**config.mk**
```make
export PLATFORM = sky130hd
export DESIGN_NAME = irq_ctrl
export DESIGN_NICKNAME = d
export VERILOG_FILES = /design/src/rtl/irq_ctrl_pkg.sv /design/src/rtl/irq_edge.sv /design/src/rtl/irq_regs.sv /design/src/rtl/irq_arbiter.sv /design/src/rtl/irq_ctrl.sv
export SDC_FILE = /design/constraint.sdc
export NUM_CORES = 1
export LEC_CHECK = 0
export BUFFER_PORTS_ARGS = -buffer_cell sky130_fd_sc_hd__buf_2
export CAP_MARGIN = 15
export CORE_UTILIZATION = 49
export DETAILED_ROUTE_END_ITERATION = 6
export PLACE_DENSITY = 0.76
export RECOVER_POWER = 100
export SYNTH_ARGS = -nofsm -noshare
export SYNTH_HDL_FRONTEND = slang
export SYNTH_SLANG_ARGS = --single-unit
```
**constraint.sdc**
```tcl
create_clock -name clk -period 1.8 [get_ports clk]
set_input_delay 0.36 -clock clk [delete_from_list [all_inputs] [get_ports clk]]
set_output_delay 0.36 -clock clk [all_outputs]
set_load 0.01 [all_outputs]
```
**src/rtl/irq_ctrl_pkg.sv**
```systemverilog
package irq_ctrl_pkg;
   localparam int FLAG_W  = 8;
   localparam int SWI_BIT = 7;

   localparam logic [2:0] OFS_RET_LO = 3'd0;
   localparam logic [2:0] OFS_RET_HI = 3'd1;
   localparam logic [2:0] OFS_MASK   = 3'd2;
   localparam logic [2:0] OFS_STATE  = 3'd3;
   localparam logic [2:0] OFS_HND_LO = 3'd4;
   localparam logic [2:0] OFS_HND_HI = 3'd5;

   // bits that physically exist in the pending byte
   function automatic logic [FLAG_W-1:0] impl_bits(input int n_src);
      logic [FLAG_W-1:0] r;
      for (int i = 0; i < FLAG_W; i++)
         r[i] = (i < n_src) || (i == SWI_BIT);
      return r;
   endfunction

   // lowest set bit index wins
   function automatic logic [2:0] lowest_index(input logic [FLAG_W-1:0] v);
      logic [2:0] r;
      r = 3'd0;
      for (int i = FLAG_W - 1; i >= 0; i--)
         if (v[i]) r = 3'(i);
      return r;
   endfunction
endpackage

```
**src/rtl/irq_edge.sv**
```systemverilog
module irq_edge #(
   parameter int N = 4
) (
   input  logic         clk,
   input  logic         rst_n,
   input  logic [N-1:0] lines,
   output logic [N-1:0] rise
);
   for (genvar i = 0; i < N; i++) begin : g_bit
      logic prev_q;
      always_ff @(posedge clk) begin
         if (!rst_n) prev_q <= 1'b0;
         else        prev_q <= lines[i];
      end
      assign rise[i] = lines[i] & ~prev_q;
   end
endmodule

```
**src/rtl/irq_regs.sv**
```systemverilog
module irq_regs
   import irq_ctrl_pkg::*;
#(
   parameter int NUM_SRC = 4,
   parameter int PC_W    = 16
) (
   input  logic              clk,
   input  logic              rst_n,
   input  logic              wr_en,
   input  logic [2:0]        addr,
   input  logic [7:0]        wr_data,
   input  logic [FLAG_W-1:0] set_vec,
   input  logic              take,
   input  logic [PC_W-1:0]   next_pc,
   output logic [FLAG_W-1:0] mask,
   output logic [FLAG_W-1:0] state,
   output logic [PC_W-1:0]   handler,
   output logic [7:0]        rd_data
);
   localparam logic [FLAG_W-1:0] IMPL = impl_bits(NUM_SRC);
   localparam int HI_W = PC_W - 8;

   logic [FLAG_W-1:0] mask_q, state_q, state_base, state_nxt;
   logic [PC_W-1:0]   hnd_q, ret_q;
   logic [15:0]       hnd16, ret16;

   always_comb begin
      state_base = (wr_en && addr == OFS_STATE) ? wr_data : state_q;
      state_nxt  = (state_base | set_vec) & IMPL;
   end

   always_ff @(posedge clk) begin
      if (!rst_n) begin
         mask_q  <= '0;
         state_q <= '0;
         hnd_q   <= '0;
         ret_q   <= '0;
      end else begin
         state_q <= state_nxt;
         if (wr_en && addr == OFS_MASK)   mask_q       <= wr_data;
         if (wr_en && addr == OFS_HND_LO) hnd_q[7:0]   <= wr_data;
         if (wr_en && addr == OFS_HND_HI) hnd_q[PC_W-1:8] <= wr_data[HI_W-1:0];
         if (take)                        ret_q        <= next_pc;
      end
   end

   assign hnd16 = 16'(hnd_q);
   assign ret16 = 16'(ret_q);

   always_comb begin
      unique case (addr)
         OFS_RET_LO: rd_data = ret16[7:0];
         OFS_RET_HI: rd_data = ret16[15:8];
         OFS_MASK:   rd_data = mask_q;
         OFS_STATE:  rd_data = state_q;
         OFS_HND_LO: rd_data = hnd16[7:0];
         OFS_HND_HI: rd_data = hnd16[15:8];
         default:    rd_data = 8'h00;
      endcase
   end

   assign mask    = mask_q;
   assign state   = state_q;
   assign handler = hnd_q;

   AST_SET_WINS: assert property (@(posedge clk) disable iff (!rst_n)
      (set_vec & IMPL) != '0 |=> (state_q & $past(set_vec & IMPL)) == $past(set_vec & IMPL));
   AST_RET_READ_ONLY: assert property (@(posedge clk) disable iff (!rst_n)
      !take |=> $stable(ret_q));
endmodule

```
**src/rtl/irq_arbiter.sv**
```systemverilog
module irq_arbiter
   import irq_ctrl_pkg::*;
(
   input  logic              clk,
   input  logic              rst_n,
   input  logic [FLAG_W-1:0] pend,
   input  logic              svc_done,
   output logic              take,
   output logic              redirect_valid,
   output logic [2:0]        cause
);
   logic       busy_q, valid_q;
   logic [2:0] cause_q;

   assign take = (|pend) & ~busy_q;

   always_ff @(posedge clk) begin
      if (!rst_n) begin
         busy_q  <= 1'b0;
         valid_q <= 1'b0;
         cause_q <= '0;
      end else begin
         valid_q <= take;
         if (take) begin
            busy_q  <= 1'b1;
            cause_q <= lowest_index(pend);
         end else if (svc_done) begin
            busy_q  <= 1'b0;
         end
      end
   end

   assign redirect_valid = valid_q;
   assign cause          = cause_q;

   AST_ONE_SHOT: assert property (@(posedge clk) disable iff (!rst_n)
      valid_q |=> !valid_q);
   AST_HOLD_OFF: assert property (@(posedge clk) disable iff (!rst_n)
      (busy_q && !svc_done) |=> !valid_q);
endmodule

```
**src/rtl/irq_ctrl.sv**
```systemverilog
module irq_ctrl
   import irq_ctrl_pkg::*;
#(
   parameter int NUM_SRC = 4,
   parameter int PC_W    = 16
) (
   input  logic               clk,
   input  logic               rst_n,
   input  logic               bus_sel,
   input  logic               bus_we,
   input  logic [2:0]         bus_addr,
   input  logic [7:0]         bus_wdata,
   output logic [7:0]         bus_rdata,
   input  logic [NUM_SRC-1:0] src_line,
   input  logic               swi_req,
   input  logic [PC_W-1:0]    next_pc,
   input  logic               svc_done,
   output logic               redirect_valid,
   output logic [PC_W-1:0]    redirect_addr,
   output logic [2:0]         redirect_cause,
   output logic               wake
);
   if (NUM_SRC < 1 || NUM_SRC > SWI_BIT) begin : g_bad_src
      $error("NUM_SRC must lie in 1..7");
   end
   if (PC_W < 9 || PC_W > 16) begin : g_bad_pc
      $error("PC_W must lie in 9..16");
   end

   logic [NUM_SRC-1:0] rise;
   logic [FLAG_W-1:0]  set_vec, mask, state, pend;
   logic [PC_W-1:0]    handler, raddr_q;
   logic [7:0]         rd_data;
   logic               take;

   irq_edge #(.N(NUM_SRC)) u_edge (
      .clk(clk), .rst_n(rst_n), .lines(src_line), .rise(rise));

   always_comb begin
      set_vec = '0;
      set_vec[NUM_SRC-1:0] = rise;
      set_vec[SWI_BIT]     = swi_req;
   end

   irq_regs #(.NUM_SRC(NUM_SRC), .PC_W(PC_W)) u_regs (
      .clk(clk), .rst_n(rst_n), .wr_en(bus_sel & bus_we), .addr(bus_addr),
      .wr_data(bus_wdata), .set_vec(set_vec), .take(take), .next_pc(next_pc),
      .mask(mask), .state(state), .handler(handler), .rd_data(rd_data));

   assign pend = state & mask;
   assign wake = |pend;

   irq_arbiter u_arb (
      .clk(clk), .rst_n(rst_n), .pend(pend), .svc_done(svc_done),
      .take(take), .redirect_valid(redirect_valid), .cause(redirect_cause));

   always_ff @(posedge clk) begin
      if (!rst_n)    raddr_q <= '0;
      else if (take) raddr_q <= handler;
   end

   assign redirect_addr = raddr_q;
   assign bus_rdata     = (bus_sel && !bus_we) ? rd_data : 8'h00;
endmodule

```
==> results of run 1 <==
[state kept, by name, summed over array words and instances, names as in the netlist, 3 cells and up]
name / flops
u_arb.cause: 3
u_edge.g_bit.prev_q: 4
redirect_addr: 16
u_regs.ret16: 16
u_regs.handler: 16
u_regs.state: 5
u_regs.mask: 8
[cells by family after synthesis]
group,count (synthesis),share of synthesized area
flip-flops,70,0.449
buffers and inverters,26,0.0416
multiplexers,35,0.117
AND/OR/NAND/NOR,129,0.218
AO/OA/AOI/OAI,87,0.175
[cells in the mapped netlist, drive strengths merged]
| master | count | area share |
|---|---|---|
| dfxtp | 70 | 0.45 |
| nand2 | 48 | 0.058 |
| o21ai | 43 | 0.069 |
| nand3 | 35 | 0.058 |
| mux2i | 24 | 0.077 |
| nor2b | 19 | 0.038 |
| a22oi | 15 | 0.036 |
| and2 | 14 | 0.028 |
| clkbuf | 14 | 0.017 |
| a21boi | 12 | 0.029 |
| buf | 12 | 0.025 |
| mux2 | 11 | 0.040 |
| o22ai | 7 | 0.014 |
| nand2b | 6 | 0.017 |
| nor2 | 4 | 0.0072 |
| o21a | 3 | 0.0072 |
| nor3 | 2 | 0.010 |
| o211a | 2 | 0.0064 |
| o221a | 2 | 0.0072 |
| a21oi | 1 | 0.0016 |
| a31oi | 1 | 0.0020 |
| and2b | 1 | 0.0024 |
| o2111ai | 1 | 0.0028 |
[report_power, final]
group	switching, mW	total (mW)	leakage [nW]	internal (mW)
clock	0.603	1.66	0.130	1.06
combinational	0.154	0.277	0.863	0.123
sequential	0.0222	1.60	0.578	1.58
[worst max path at each step]
stage / startpoint / to / slack (ns) / cells after the start
detailed placement: bus_addr[0] / bus_rdata[5] / -0.19 / 6
global route: u_regs.mask[3] / bus_rdata[3] / -0.09 / 5
global placement: bus_addr[0] / bus_rdata[7] / -0.09 / 6
finish: u_regs.mask[2] / bus_rdata[2] / -0.04 / 5
CTS: u_regs.state[2] / bus_rdata[2] / -0.04 / 5
floorplan: bus_addr[0] / bus_rdata[5] / 0.02 / 6
[repair_timing]
item / CTS / global route
hold buffers: 0 / 0
buffers inserted: 13 / 0
gates cloned: 0 / 0
setup endpoints to repair: 9 / 8
pin swaps: 22 / 12
resized for setup: 47 / 6
[final cells by class]
type,count,area (um2)
clock inverters,6,134
well taps,75,93.8
flip-flops and latches,70,1430
repair buffers,97,556
multi-input cells,251,1720
fillers,474,1960
clock buffers,10,128
[layer usage]
metal  wire [um]  share of wire
met3         482          0.062
met5           0              0
met2        3460           0.44
met4         153          0.020
met1        3710           0.47
[stage by stage]
| step | cells | hold WS (ns) | power [mW] | TNS (ns) |
|---|---|---|---|---|
| finish | 509 | 0.239 | 3.54 | -0.156 |
| global route | 509 | 0.234 | 3.64 | -0.481 |
| CTS | 509 | 0.229 | 3.55 | -0.134 |
| detailed placement | 480 | 0.436 | 1.88 | -1.04 |
| global placement | 480 | 0.435 | 1.88 | -0.595 |
| floorplan | 347 | 0.428 | 1.78 | 0 |
==> key figures, run 1 <==
Status
  • Status: complete, but fails checks
  • Failing checks: negative setup slack

Worst hold path
  • Hold/Removal Path Class: primary input to flip-flop
  • Hold path depth: 2
  • Hold Path Origin: src_line[1]
  • Hold EP: u_edge.g_bit[1].prev_q

Die
  • Core box area: 6030 um2
  • Std-Cell Rows: 28
  • Die Width: 81.9 um
  • Initial Util: 0.518
  • Die H: 81.9 um
  • I/O Pins: 66
  • DIE AREA: 6700 um2

Worst setup path
  • CP Launch Type: flip-flop
  • Buf/Inv on CP: 1
  • R2R Setup Slk: 0.35 ns
  • CP Data Arrival Time: 1.48 ns
  • Critical path's top delay family: flip-flops
  • Slowest CP cell: dfxtp_2
  • Worst flop-to-flop path endpoint: redirect_addr[14]
  • CP max stage delay: 0.35 ns
  • Setup crit end kind: output pin
  • Crit-path max FO: 4
  • Crit-path cells: mux2_4, a22oi_2, o22ai_1, and2_1, buf_2
  • R2R Path Start: u_regs.mask[7]
  • Kind of critical path: flip-flop to output pin
  • Required @ worst endpoint: 1.44 ns
  • R2R depth: 6

Cells and area
  • Final #Nets: 466
  • Final Core Density: 0.674
  • Final instance area: 4060 um2
  • Area grow syn2layout: 30.1%
  • Fraction of layout cells with a size suffix above 1: 0.339
  • Commonest cells after routing, fill and taps aside: nand2_1 (48), dfxtp_1 (48), buf_2 (43), o21ai_1 (34), nand3_1 (34)
  • Ant. Diodes: 0

Clocking
  • H-tree Lvls: 3
  • Worst-Skew Late Latency: 0.34 ns
  • CTS tree: yes
  • Root buf cell: clkbuf_8
  • Clk buf depth: 2
  • Sink Count: 70
  • TritonCTS buffer count: 9
  • CTS clock-pin slew for the worst setup and hold paths: 0.07 ns

Placed design
  • DP Wirelength: 5170 um
  • DP Area: 3610 um2
  • Setup WS pre-CTS: -0.185 ns
  • GPL Wtd Cong: 0.915
  • Port buffer count: 65

Logic synthesis
  • Synthesis Warnings: 0
  • Sequential share of the synthesized area: 0.449
  • Synth Instances: 347
  • Syn_nets: 384
  • Synth Register Bits: 70
  • Synth Cell Area: 3120 um2
  • Syn Area/Cell: 9.00 um2
  • Synth unique cells: 30

Global routing
  • Met3 GRT Util: 0.0411
  • Global Route Usage Sum: 0.253
  • Busiest grt layer: met2
  • Met1 Use GR: 0.355
  • Vias in the first global route: 2,460
  • Largest net degree at the start of global routing: 58
  • GRT overflow: 0
  • First-pass GRT wire length: 12,500 um
  • Initial antenna violation count: 0
  • Met2 Usage GRT: 0.373

Flow run
  • Max-cap viol count: 0

Timing
  • Slew Limit Fails: 0
  • Max transition margin: 0.474
  • Setup Viol. Count Final: 5
  • RSZ-0062 raised after global routing: yes
  • Clock Skew: 0.0119 ns
  • Fin crit period: 1.84 ns
  • Tightest Pin Transition: 0.789 ns
  • Final Hold Fails: 0
  • Fin crit share: 1.02
  • Worst setup slack after layout: -0.0406 ns
  • Max Freq: 543 MHz

Routing
  • Drt pass-1 iters: 5
  • Post-route DRC: 0
  • Iter 0 DRT Violations: 165
  • Total number of vias: 2,783
  • Via density: 5.47
  • Remaining antenna violation count after routing: 0
  • Routed WL: 7810 um
  • Routed WL per cell: 15.3 um

Power and ir drop
  • PD cells: 871 nW/um2
  • Maximum VDD drop: 0.718 mV
  • Static Leak: 1.57 nW
Power figures use the tool's default switching activity.
==> inputs of run 2 (changes only) <==
- ABC_AREA: unset -> 1
- PLACE_DENSITY: 0.76 -> 0.75
==> run 2 against run 1 <==
Net effect:
- the flow now finishes without violations
- clock-buffer cell count increased by 1
- wire length increased by 1.1%
- critical path depth increased by 3
- setup slack improved by 0.14 ns
- sequential cell count unchanged
- clock skew decreased by 0.0058 ns
- synthesized cell count increased by 44%
- non-clock buffer count decreased by 18
- critical path type is now primary input to output pin
- highest routed layer unchanged
==> key figures, run 2 <==
Worst setup path
  • Crit-path cells: buf_2, inv_2, buf_6, nand4_1, nand2_1, nor2_1, a21oi_1, buf_2
  • Crit-path most repeated cell: buf_2
  • CP Launch Type: primary input
  • Setup crit end kind: output pin
  • Crit-path max FO: 13 (+9)
  • Required @ worst endpoint: 1.44 ns (about the same)
  • CP Data Arrival Time: 1.35 ns (-0.13 ns)
  • Slowest CP cell: buf_6
  • Kind of critical path: primary input to output pin
  • CP max stage delay: 0.16 ns (-0.19 ns)

Die
  • DIE AREA: 6960 um2 (+3.8%)
  • Initial Util: 0.508 (-0.0101)
  • Die H: 83.4 um (+1.9%)
  • I/O Pins: 66 (unchanged)
  • Die Width: 83.4 um (+1.9%)
  • Std-Cell Rows: 29 (+3.6%)
  • Core box area: 6390 um2 (+6.0%)

Global routing
  • Vias in the first global route: 2,928 (+19%)
  • Largest net degree at the start of global routing: 51 (-12%)
  • Global Route Usage Sum: 0.241 (-0.0115)
  • GRT overflow: 0 (unchanged)
  • Initial antenna violation count: 0 (unchanged)
  • First-pass GRT wire length: 13,400 um (+6.5%)

Logic synthesis
  • Synth top cells by count: nand2_1 (125), nor2_1 (114), dfxtp_1 (70)
  • Syn Area/Cell: 6.51 um2 (-28%)
  • Synthesis Warnings: 0 (unchanged)
  • Top FF cell, synth: dfxtp_1
  • Synth Cell Area: 3250 um2 (+3.9%)
  • Synth Register Bits: 70 (unchanged)
  • Synth unique cells: 22 (-27%)
  • Cell accounting for the most synthesized area: dfxtp_1
  • Synth Instances: 499 (+44%)
  • Synth async-reset ratio: 0 (unchanged)
  • Sequential share of the synthesized area: 0.432 (-0.0169)
  • Top-count cell post-synth: nand2_1
  • Syn_nets: 536 (+40%)
  • Synth area leaders: dfxtp_1 (43%), nand2_1 (14%), nor2_1 (13%)
  • Share of the synthesized area in the top cell type: 0.432 (-0.0169)
  • Post-synth EDFFs: 0 (unchanged)

Routing
  • Post-route DRC: 0 (unchanged)
  • Remaining antenna violation count after routing: 0 (unchanged)
  • Drt pass-1 iters: 5 (unchanged)
  • Total number of vias: 3,216 (+16%)
  • Routed WL: 7890 um (+1.1%)
  • Via density: 4.97 (-9.1%)
  • Iter 0 DRT Violations: 257 (+56%)
  • Routed WL per cell: 12.2 um (-20%)

Clocking
  • Root buf cell: clkbuf_8
  • Clk buf depth: 2 (unchanged)
  • Post-CTS sizing: 0 (-100%)
  • CTS tree: yes
  • Post CTS Setup Buffer Count: 0 (-13)
  • Hold-fix buffers, CTS: 0 (unchanged)
  • CTS clock-pin slew for the worst setup and hold paths: 0.07 ns (about the same)
  • Worst-Skew Late Latency: 0.35 ns (about the same)
  • Sink Count: 70 (unchanged)
  • H-tree Lvls: 3 (unchanged)
  • TritonCTS buffer count: 9 (unchanged)

Worst hold path
  • Hold/Removal Path Class: primary input to flip-flop

Power and ir drop
  • Static Leak: 1.90 nW (+21%)
  • Maximum VDD drop: 0.585 mV (-19%)
  • PD cells: 849 nW/um2 (-2.6%)

Cells and area
  • Fillers: 663 (+40%)
  • Final #Nets: 603 (+29%)
  • Ant. Diodes: 0 (unchanged)
  • Commonest cells after routing, fill and taps aside: nand2_1 (127), nor2_1 (114), dfxtp_1 (70), buf_2 (63), inv_1 (62)
  • Reg area: 1400 um2 (-2.1%)
  • Fraction of layout cells with a size suffix above 1: 0.182 (-0.156)
  • Commonest non-fill, non-tap cell in the layout: nand2_1
  • Area of the multi-input gates: 1460 um2 (-15%)
  • Area grow syn2layout: 18.7%
  • Final Core Density: 0.603 (-0.0712)

Timing
  • Setup Viol. Count Final: 0 (-5)
  • Fin crit share: 0.947 (-0.0751)
  • Slew Limit Fails: 0 (unchanged)
  • Final Hold Fails: 0 (unchanged)
  • Worst setup slack after layout: 0.0945 ns (+0.135 ns)
  • Clock Skew: 0.00613 ns (-0.00581 ns)
  • Fin crit period: 1.71 ns (-0.135 ns)
  • RSZ-0062 raised after global routing: yes
  • Max transition margin: 0.584 (+0.110)
  • Max Freq: 586 MHz (+7.9%)
  • Tightest Pin Transition: 0.623 ns (-0.165 ns)

Placed design
  • Port buffer count: 65 (unchanged)
  • DP Wirelength: 5760 um (+11%)
  • Setup WS pre-CTS: 0.0765 ns (+0.262 ns)
  • GPL Wtd Cong: 1.01 (+10%)

Status
  • Status: complete, no violations

Flow run
  • Max-cap viol count: 0 (unchanged)
[run 2: layout make-up]
class | count | share of cell area
Multi-Input combinational cell | 339 | 0.378
Sequential cell | 70 | 0.364
Clock inverter | 4 | 0.0123
Clock buffer | 11 | 0.0367
Tap cell | 77 | 0.0250
Timing Repair Buffer | 79 | 0.118
Inverter | 67 | 0.0663
[run 2: critical path, delay by kind of cell]
kind | cells | cell delay (ns)
buf+inv | 4 | 0.60
simple gates | 3 | 0.25
compound gates | 1 | 0.13
[run 2: path summary, 6_finish.rpt]
check | cells after the start | start | slack, ns | endpoint
max reg2reg | 8 | u_regs.state[3] | 0.35 | u_regs.ret16[8]
min | 3 | src_line[2] | 0.20 | u_edge.g_bit[2].prev_q
max | 8 | bus_addr[2] | 0.09 | bus_rdata[7]
min reg2reg | 1 | u_edge.g_bit[0].prev_q | 0.42 | u_regs.state[0]
[run 2: through the flow]
| step | hold slack (ns) | area [um2] | setup TNS (ns) | cells | power [mW] |
|---|---|---|---|---|---|
| 6_report | 0.203 | 3850 | 0 | 647 | 3.27 |
| 5_1_grt | 0.224 | 3850 | -0.0394 | 647 | 3.41 |
| 4_1_cts | 0.204 | 3840 | 0 | 647 | 3.28 |
| 3_5_place_dp | 0.414 | 3650 | 0 | 632 | 2.05 |
| 3_3_place_gp | 0.401 | 3650 | 0 | 632 | 2.04 |
| 2_1_floorplan | 0.399 | 3250 | 0 | 499 | 1.92 |
[run 2: kinds of logic (layout without fill, tap and decap cells)]
group | count (synthesis) | count (layout) | synth area share
AND/OR/NAND/NOR | 291 | 291 | 0.371
flip-flops | 70 | 70 | 0.432
buffers and inverters | 90 | 161 | 0.123
AO/OA/AOI/OAI | 48 | 48 | 0.0748
[run 2: layer usage]
metal / wire [um] / track usage / part of all wire
met3: 392 / 0.0507 / 0.050
met5: 0 / 0 / 0
met4: 233 / 0.0972 / 0.030
met2: 3610 / 0.387 / 0.46
met1: 3660 / 0.317 / 0.46
[run 2: where the power goes]
part	leakage, nW	internal, mW	switching, mW
sequential	0.569	1.61	0.0391
combinational	1.24	0.144	0.225
clock	0.0952	0.666	0.580
total	1.90	2.43	0.844
